--- src/rtl/uart_rxq_pkg.sv ---
package uart_rxq_pkg;

  typedef enum logic [1:0] {
    TRIG_1  = 2'b00,
    TRIG_4  = 2'b01,
    TRIG_8  = 2'b10,
    TRIG_14 = 2'b11
  } trig_sel_e;

  typedef struct packed {
    trig_sel_e trig;
    logic      en;
  } rxq_ctrl_t;

  function automatic int unsigned trig_bytes(trig_sel_e sel);
    case (sel)
      TRIG_1:  return 1;
      TRIG_4:  return 4;
      TRIG_8:  return 8;
      default: return 14;
    endcase
  endfunction

endpackage

--- src/rtl/rxq_storage.sv ---
module rxq_storage #(
  parameter int DATA_W = 8,
  parameter int DEPTH  = 16
) (
  input  logic                           clk,
  input  logic                           rst_n,
  input  logic                           flush,
  input  logic                           push,
  input  logic                           pop,
  input  logic [DATA_W-1:0]              wdata,
  output logic [DATA_W-1:0]              head,
  output logic [$clog2(DEPTH+1)-1:0]     count,
  output logic                           empty,
  output logic                           full
);
  localparam int PTR_W = (DEPTH > 1) ? $clog2(DEPTH) : 1;
  localparam int CNT_W = $clog2(DEPTH+1);
  localparam logic [PTR_W-1:0] LAST = PTR_W'(DEPTH-1);

  logic [DATA_W-1:0] mem [DEPTH];
  logic [PTR_W-1:0]  wptr_q, wptr_d, rptr_q, rptr_d;
  logic [CNT_W-1:0]  cnt_q, cnt_d;

  always_comb begin
    wptr_d = wptr_q;
    rptr_d = rptr_q;
    cnt_d  = cnt_q;
    if (flush) begin
      wptr_d = '0;
      rptr_d = '0;
      cnt_d  = '0;
    end else begin
      if (push) wptr_d = (wptr_q == LAST) ? '0 : wptr_q + 1'b1;
      if (pop)  rptr_d = (rptr_q == LAST) ? '0 : rptr_q + 1'b1;
      if (push && !pop)      cnt_d = cnt_q + 1'b1;
      else if (pop && !push) cnt_d = cnt_q - 1'b1;
    end
  end

  always_ff @(posedge clk or negedge rst_n) begin
    if (!rst_n) begin
      wptr_q <= '0;
      rptr_q <= '0;
      cnt_q  <= '0;
    end else begin
      wptr_q <= wptr_d;
      rptr_q <= rptr_d;
      cnt_q  <= cnt_d;
    end
  end

  always_ff @(posedge clk) begin
    if (push && !flush) mem[wptr_q] <= wdata;
  end

  assign count = cnt_q;
  assign empty = (cnt_q == '0);
  assign full  = (cnt_q == CNT_W'(DEPTH));
  assign head  = empty ? '0 : mem[rptr_q];

endmodule

--- src/rtl/rxq_timeout.sv ---
module rxq_timeout #(
  parameter int LIMIT = 40
) (
  input  logic clk,
  input  logic rst_n,
  input  logic restart,
  input  logic tick,
  output logic expired
);
  localparam int CNT_W = $clog2(LIMIT+1);
  localparam logic [CNT_W-1:0] LIM = CNT_W'(LIMIT);

  logic [CNT_W-1:0] cnt_q, cnt_d;
  logic             cnt_en;

  assign cnt_en = tick && (cnt_q != LIM);

  always_comb begin
    cnt_d = cnt_q;
    if (restart)     cnt_d = '0;
    else if (cnt_en) cnt_d = cnt_q + 1'b1;
  end

  always_ff @(posedge clk or negedge rst_n) begin
    if (!rst_n) cnt_q <= '0;
    else        cnt_q <= cnt_d;
  end

  assign expired = (cnt_q == LIM);

endmodule

--- src/rtl/uart_rx_fifo_irq.sv ---
module uart_rx_fifo_irq
  import uart_rxq_pkg::*;
#(
  parameter int DATA_W        = 8,
  parameter int DEPTH         = 16,
  parameter int CHAR_BITS     = 10,
  parameter int TIMEOUT_CHARS = 4
) (
  input  logic              clk,
  input  logic              rst_n,
  input  logic              rx_valid,
  input  logic [DATA_W-1:0] rx_data,
  input  logic              rd_en,
  output logic [DATA_W-1:0] rd_data,
  input  logic              ctrl_we,
  input  logic [7:0]        ctrl_wdata,
  input  logic              stat_rd,
  input  logic              baud_tick,
  output logic              data_irq,
  output logic              timeout_irq,
  output logic              overrun
);
  localparam int CNT_W = $clog2(DEPTH+1);
  localparam int LIMIT = CHAR_BITS * TIMEOUT_CHARS;

  rxq_ctrl_t         ctrl_q, ctrl_d;
  logic              ovr_q, ovr_d;
  logic              flush, push, pop, drop, restart;
  logic              empty, full, expired;
  logic [CNT_W-1:0]  count;
  logic [CNT_W-1:0]  level;

  // control register next state
  always_comb begin
    ctrl_d = ctrl_q;
    if (ctrl_we) begin
      ctrl_d.en   = ctrl_wdata[0];
      ctrl_d.trig = trig_sel_e'(ctrl_wdata[7:6]);
    end
  end

  assign flush = ctrl_we && !ctrl_wdata[0];
  assign pop   = rd_en && ctrl_q.en && !empty;
  assign push  = rx_valid && ctrl_q.en && (!full || pop);
  assign drop  = rx_valid && ctrl_q.en && full && !pop;

  always_comb begin
    ovr_d = ovr_q;
    if (drop)         ovr_d = 1'b1;
    else if (stat_rd) ovr_d = 1'b0;
  end

  always_ff @(posedge clk or negedge rst_n) begin
    if (!rst_n) begin
      ctrl_q <= '{trig: TRIG_1, en: 1'b0};
      ovr_q  <= 1'b0;
    end else begin
      ctrl_q <= ctrl_d;
      ovr_q  <= ovr_d;
    end
  end

  rxq_storage #(.DATA_W(DATA_W), .DEPTH(DEPTH)) u_store (
    .clk   (clk),
    .rst_n (rst_n),
    .flush (flush),
    .push  (push),
    .pop   (pop),
    .wdata (rx_data),
    .head  (rd_data),
    .count (count),
    .empty (empty),
    .full  (full)
  );

  assign restart = flush || push || pop || empty || !ctrl_q.en;

  rxq_timeout #(.LIMIT(LIMIT)) u_tmo (
    .clk     (clk),
    .rst_n   (rst_n),
    .restart (restart),
    .tick    (baud_tick),
    .expired (expired)
  );

  assign level       = CNT_W'(trig_bytes(ctrl_q.trig));
  assign data_irq    = ctrl_q.en && (count >= level);
  assign timeout_irq = expired && !empty;
  assign overrun     = ovr_q;

endmodule

--- config.mk ---
export PLATFORM = sky130hd
export DESIGN_NAME = uart_rx_fifo_irq
export DESIGN_NICKNAME = d
export VERILOG_FILES = /design/src/rtl/uart_rxq_pkg.sv /design/src/rtl/rxq_storage.sv /design/src/rtl/rxq_timeout.sv /design/src/rtl/uart_rx_fifo_irq.sv
export SDC_FILE = /design/constraint.sdc
export NUM_CORES = 1
export LEC_CHECK = 0
export BUFFER_PORTS_ARGS = -buffer_cell sky130_fd_sc_hd__buf_2
export CORE_MARGIN = 4
export CORE_UTILIZATION = 30
export DETAILED_ROUTE_END_ITERATION = 10
export GPL_ROUTABILITY_DRIVEN = 0
export GPL_TIMING_DRIVEN = 0
export PLACE_DENSITY = 0.57
export SYNTH_ARGS = -nofsm -noshare
export SYNTH_HDL_FRONTEND = slang
export SYNTH_SLANG_ARGS = --single-unit
export TNS_END_PERCENT = 5
--- constraint.sdc ---
create_clock -name clk -period 3.01 [get_ports clk]
set_input_delay 0.602 -clock clk [delete_from_list [all_inputs] [get_ports clk]]
set_output_delay 0.602 -clock clk [all_outputs]
set_load 0.03 [all_outputs]
# Yosys cells after proc, flatten, opt, wreduce, memory -nomap -nowiden
# Memories as Yosys holds them, arrays and structs flattened.
# Index checks and enable logic that the tools add are counted.
[word_totals] regBits=23 latchBits=0 ramBits=128 rom_bits=0 in_bits=23 out_inout_bits=11 wordCells=70 mem_count=1
[memory_table] name="u_store.mem" depth=16 word_bits=8 read_ports=1 rd_clocked_by_memory_dff=0 write_ports=1 line="rxq_storage.sv:20" rtl="logic [DATA_W-1:0] mem [DEPTH];"
[classes] add_sub_neg=5 n_mul=0 div_mod_pow=0 n_lt_le_gt_ge=1 eq_ne=7 shift=0 muxes=17 n_bitwise=0 n_reduce_logical=32
[ops] op="$mux 4" n=6
[ops] op="$mux 5" n=3
[ops] op="$logic_and 1x1->1" n=13
[ops] op="$mux 6" n=2
[ops] op="$pmux 4 s3" n=1
[ops] op="$add 4x1->4 const B" n=2
[ops] op="$eq 4x4->1 const B" n=2
[ops] op="$mux 8" n=1
[ops] op="$reduce_bool 2->1" n=4
[ops] op="$logic_not 1->1" n=7
[ops] op="$add 6x1->6 const B" n=1
[ops] op="$eq 6x6->1 const B" n=1
[ops] op="$ne 6x6->1 const B" n=1
[ops] op="$add 5x1->5 const B" n=1
[ops] op="$eq 5x5->1 const B" n=1
[ops] op="$ge 5x5->1" n=1
[ops] op="$logic_not 5->1" n=1
[ops] op="$logic_or 1x1->1" n=5
[ops] op="$sub 5x1->5 const B" n=1
[ops] op="$mux 1" n=4
[ops] op="$reduce_bool 3->1" n=1
[ops] op="$eq 2x1->1 const B" n=1
[ops] op="$eq 2x2->1 const B" n=1
[ops] op="$logic_not 2->1" n=1

# Logic depth before layout (Yosys ltp)
[logic_depth] depth_word=10 ltp_mapped=10

# By module
# From an unflattened synthesis, not the netlist that was laid out.
[unflattened] cells_unflattened=390 hier_area_um2=6611.3
[by_module_without_submodules] mod="rxq_storage" n_inst=1 cells_per_inst=315 area_per_inst_um2=5906.9 seq_area_each_um2=4169.0
[by_module_without_submodules] mod="rxq_timeout" n_inst=1 cells_per_inst=40 area_per_inst_um2=396.6 seq_area_each_um2=150.1
[by_module_without_submodules] mod="uart_rx_fifo_irq" n_inst=1 cells_per_inst=35 area_per_inst_um2=307.8 seq_area_each_um2=100.1

# Worst setup path after synthesis
# No wires, ideal clock.
[synth_path] kind="register -> register" from="reg u_store.cnt_q[0], in the netlist u_store.count[0]" to="reg u_store.cnt_q[4], in the netlist u_store.count[4]" setup_time_ps=128 arrival_ps=2482 required_time_ps=2882 path_slack_ps=400 path_stages_with_launch=10 path_buffers=1 period_less_slack_ps=2610 cell_sequence="dfrtp_1 -> or4_1 -> buf_2 -> a21oi_2 -> o21ai_0 -> fa_1 -> a21o_1 -> a21oi_1 -> xor2_1 -> a21oi_1"
[synth_via] elab_chain_cells=8 elab_cells_between_ends=17
[synth_rtl] element="from (decl)" line="rxq_storage.sv:22" rtl="logic [CNT_W-1:0] cnt_q, cnt_d;"
[synth_rtl] element="from (signal assigned)" line="rxq_storage.sv:48" rtl="cnt_q <= cnt_d;"
[synth_rtl] element="parallel branches: the longest is 8 deep, another holds $sub 5x1->5"
# Several ways; the timed one is not identified. The select of a mux whose other input is x is not followed.
# A chain may end at the register's enable or synchronous reset.

# Final worst setup path
[layout_path] from="reg u_store.rptr_q[0]" to="out rd_data[2]"
[layout_via] elab_chain_cells=2
[layout_rtl] element="from (decl)" line="rxq_storage.sv:21" rtl="logic [PTR_W-1:0] wptr_q, wptr_d, rptr_q, rptr_d;"
[layout_rtl] element="from (signal assigned)" line="rxq_storage.sv:47" rtl="rptr_q <= rptr_d;"
[layout_rtl] element="$mem_v2 16x8"
[layout_rtl] element="$mux 8" line="rxq_storage.sv:59" rtl="assign head = empty ? '0 : mem[rptr_q];"
[layout_rtl] element="to (decl)" line="uart_rx_fifo_irq.sv:14" rtl="output logic [DATA_W-1:0] rd_data,"
# No other way between the ends.

==> flow_metrics.tcl <==
set metrics [dict create \
    synthSimpleGateAreaFrac 0.06854 \
    cp_cell_sequence "buf_6, buf_8, mux4_2, a22oi_1, a21oi_1, buf_2" \
    multiInputGateArea_mm2 0.001922 \
    nets 469 \
    drive_above_1_share 0.2443 \
    critPathLaunchType "flop" \
    ctsLongestPathBuffers 2 \
    io_pins 34 \
    syn_avg_cell_area_um2 16.78 \
    fmax_mhz 337.8 \
    rsz0062_at_grt "false" \
    syn-cell-area_mm2 0.006426 \
    min_period_ns 2.960 \
    drc 0 \
    clk_root_buffer_cell "clkbuf_16" \
    finalHoldViolCount 0 \
    placed_area_mm2 0.006910 \
    initialDrtViolationCount 226 \
    worst_pin_slew_ns 0.5370 \
    yosysWarnings 0 \
    htreeDepth 4 \
    antenna_left 0 \
    worstPathArrival_ns 2.36 \
    hold_class "input port to async pin" \
    nFillCells 1974 \
    grt_pass1_wl_um 20580 \
    die_h_um 154.4 \
    path_clk_slew_ns 0.06 \
    grt_max_degree 24 \
    slew_headroom 0.6420 \
    endpoint_kind "output pin" \
    finClkSkew_ns 0.009172 \
    synth_ff_type "edfxtp_1" \
    finalInstanceArea_mm2 0.007526 \
    syn_inst 383 \
    die_area_mm2 0.02383 \
    placementRows 53 \
    final_common_cell "edfxtp_1" \
    power_density_mw_per_mm2 795.6 \
    post-dp-hpwl_um 8994 \
    required_ns 2.41 \
    synth_mux_area_frac 0.1186 \
    status "finished clean" \
    diodes 0 \
    vias_per_cell 4.826 \
    core_mm2 0.02102 \
    cts_buffers 17 \
    wire_per_inst_um 18.49 \
    cp_max_fo 10 \
    clock_latency_ns 0.42 \
    seq_area_frac_synth 0.6877 \
    overflow 0 \
    synth_top_area_cell "edfxtp_1" \
    initial_core_util 0.3057 \
    grt_antenna_before_repair 0 \
    seqCellArea_mm2 0.004419 \
    critPathLaunch "u_store.rptr_q[0]" \
    yosys-top-cells-area "edfxtp_1 (60%), mux4_2 (11%), dfrtp_1 (9.0%), ha_1 (2.9%), a22oi_1 (1.9%)" \
    synth_fp_nets 422 \
    synth_fa_ha_area_frac 0.03232 \
    p_total_uw 5988 \
    synth-compound-area-share 0.05938 \
    timing.rr.start "u_store.count[1]" \
    cts_num_sinks 151 \
    synthArstFlopShare 0.1523 \
    critical_path_class "flop to output pin" \
    cts_tree "yes" \
    synth_edf_count 128 \
    synth_xor_area_frac 0.01636 \
    finalSetupViolations 0 \
    num_vias 3460 \
    track_usage 0.1153 \
    die_x_um 154.4 \
    cellLeakagePower_uw 0.002578 \
    area_delta_synth_final_pct 17.11 \
    synth_seq_cells 151 \
    slowest_stage "mux4_2" \
    layout_common_cells "edfxtp_1 (128), mux4_2 (32), buf_2 (30), dfrtp_1 (23), a21oi_1 (21)" \
    final_max_slew_viol_count 0 \
    portBuffers 28 \
    grt_pass1_vias 3637 \
    ys_types 42 \
    cap_violations 0 \
    ir_worst_vdd_mv 0.4191 \
    yosysTopAreaCellShare 0.5981 \
    wl_um 13260 \
    dr.pass1.iters 4 \
    cp_slowest_stage_delay_ns 0.52 \
    timing.final.crit_share 0.9834 \
    synth_top_family_by_area "multiplexers" \
]
==> through the flow <==
stage	hold slack [ns]	util	instances	TNS (ns)	worst slack [ns]
after floorplan	0.3064	-	383	0	0.4002
after global placement	0.5170	0.3287	686	0	0.1440
after detailed placement	0.5313	0.3287	686	0	0.1182
after CTS	0.1688	0.3571	717	-0.01546	-0.01546
after global routing	0.1875	0.3580	717	0	0.007047
final	0.1600	0.3580	717	0	0.05004
==> path summary, 6_finish.rpt <==
kind	end	slack, ns	cells after the start
max	rd_data[2]	0.05	6
min	ctrl_q[0]	0.16	1
max reg2reg	u_store.count[4]	0.25	9
min reg2reg	overrun	0.54	2
max in group asynchronous	u_store.count[1]	2.49	1
min in group clk	overrun	0.38	2
==> cell type report <==
type	instances	area share
buffer	16	0.01430
clock buffer	20	0.05802
clock inverter	11	0.01629
inverter	9	0.004489
multi-input combinational	207	0.2554
sequential	151	0.5872
tap	275	0.04572
timing repair buffer	28	0.01862
==> synthesized netlist by cell type, types with 2 or more instances <==
master,count
mux4_2,32
nor2_1,20
clkbuf_1,8
nand4_1,4
a21o_1,2
a21oi_1,21
xor2_1,9
nand3_1,6
dfrtp_1,23
buf_2,4
buf_4,3
nand2b_1,3
ha_1,15
nand2_1,19
mux2i_1,3
edfxtp_1,128
a31oi_1,2
inv_1,9
xnor2_1,3
o21ai_0,9
nor3b_1,2
a22oi_1,16
and2_1,17
o22ai_1,2
and3_1,2
nor2b_1,5
==> critical path, delay by kind of cell (launching register included) <==
kind	cells	cell delay [ns]
AOI/OAI and AO/OA	2	0.46
DFF	1	0.37
muxes	1	0.52
buffers and inverters	3	0.56
==> state kept, by name (all words and copies together), names as in the netlist <==
| name | cells |
|---|---|
| u_store.rptr_q | 4 |
| u_store.wptr_q | 4 |
| u_store.count | 5 |
| u_store.mem | 128 |
| u_tmo.cnt_q | 6 |
| ctrl_q | 3 |
| overrun | 1 |
==> metal layers <==
layer  vias up  track usage  share of wire
met5         -            0              0
li1       1592            -              -
met1      1753       0.1483           0.45
met2        94       0.1866           0.48
met3        21      0.03134          0.043
met4         0      0.04458          0.025
==> report_power, final <==
group	internal [µW]	switching [µW]
registers	2340	73.1
logic	644	885
clock network	1220	821
==> what timing repair did <==
item                                    in CTS  in global routing
endpoints found under the setup margin       8                 10
endpoints found under the hold margin        0                  0
gates resized for setup                     11                  6
setup buffers                                0                  0
hold buffers                                 0                  0
==> logic make-up after synthesis <==
group	count (synthesis)
multiplexers	36
flip-flops	151
adder cells (fa/ha/maj)	16
AND/OR/NAND/NOR	85
AO/OA/AOI/OAI	58
XOR/XNOR	12
buffers and inverters	25
Note: power is estimated with default switching activity, not from simulation.
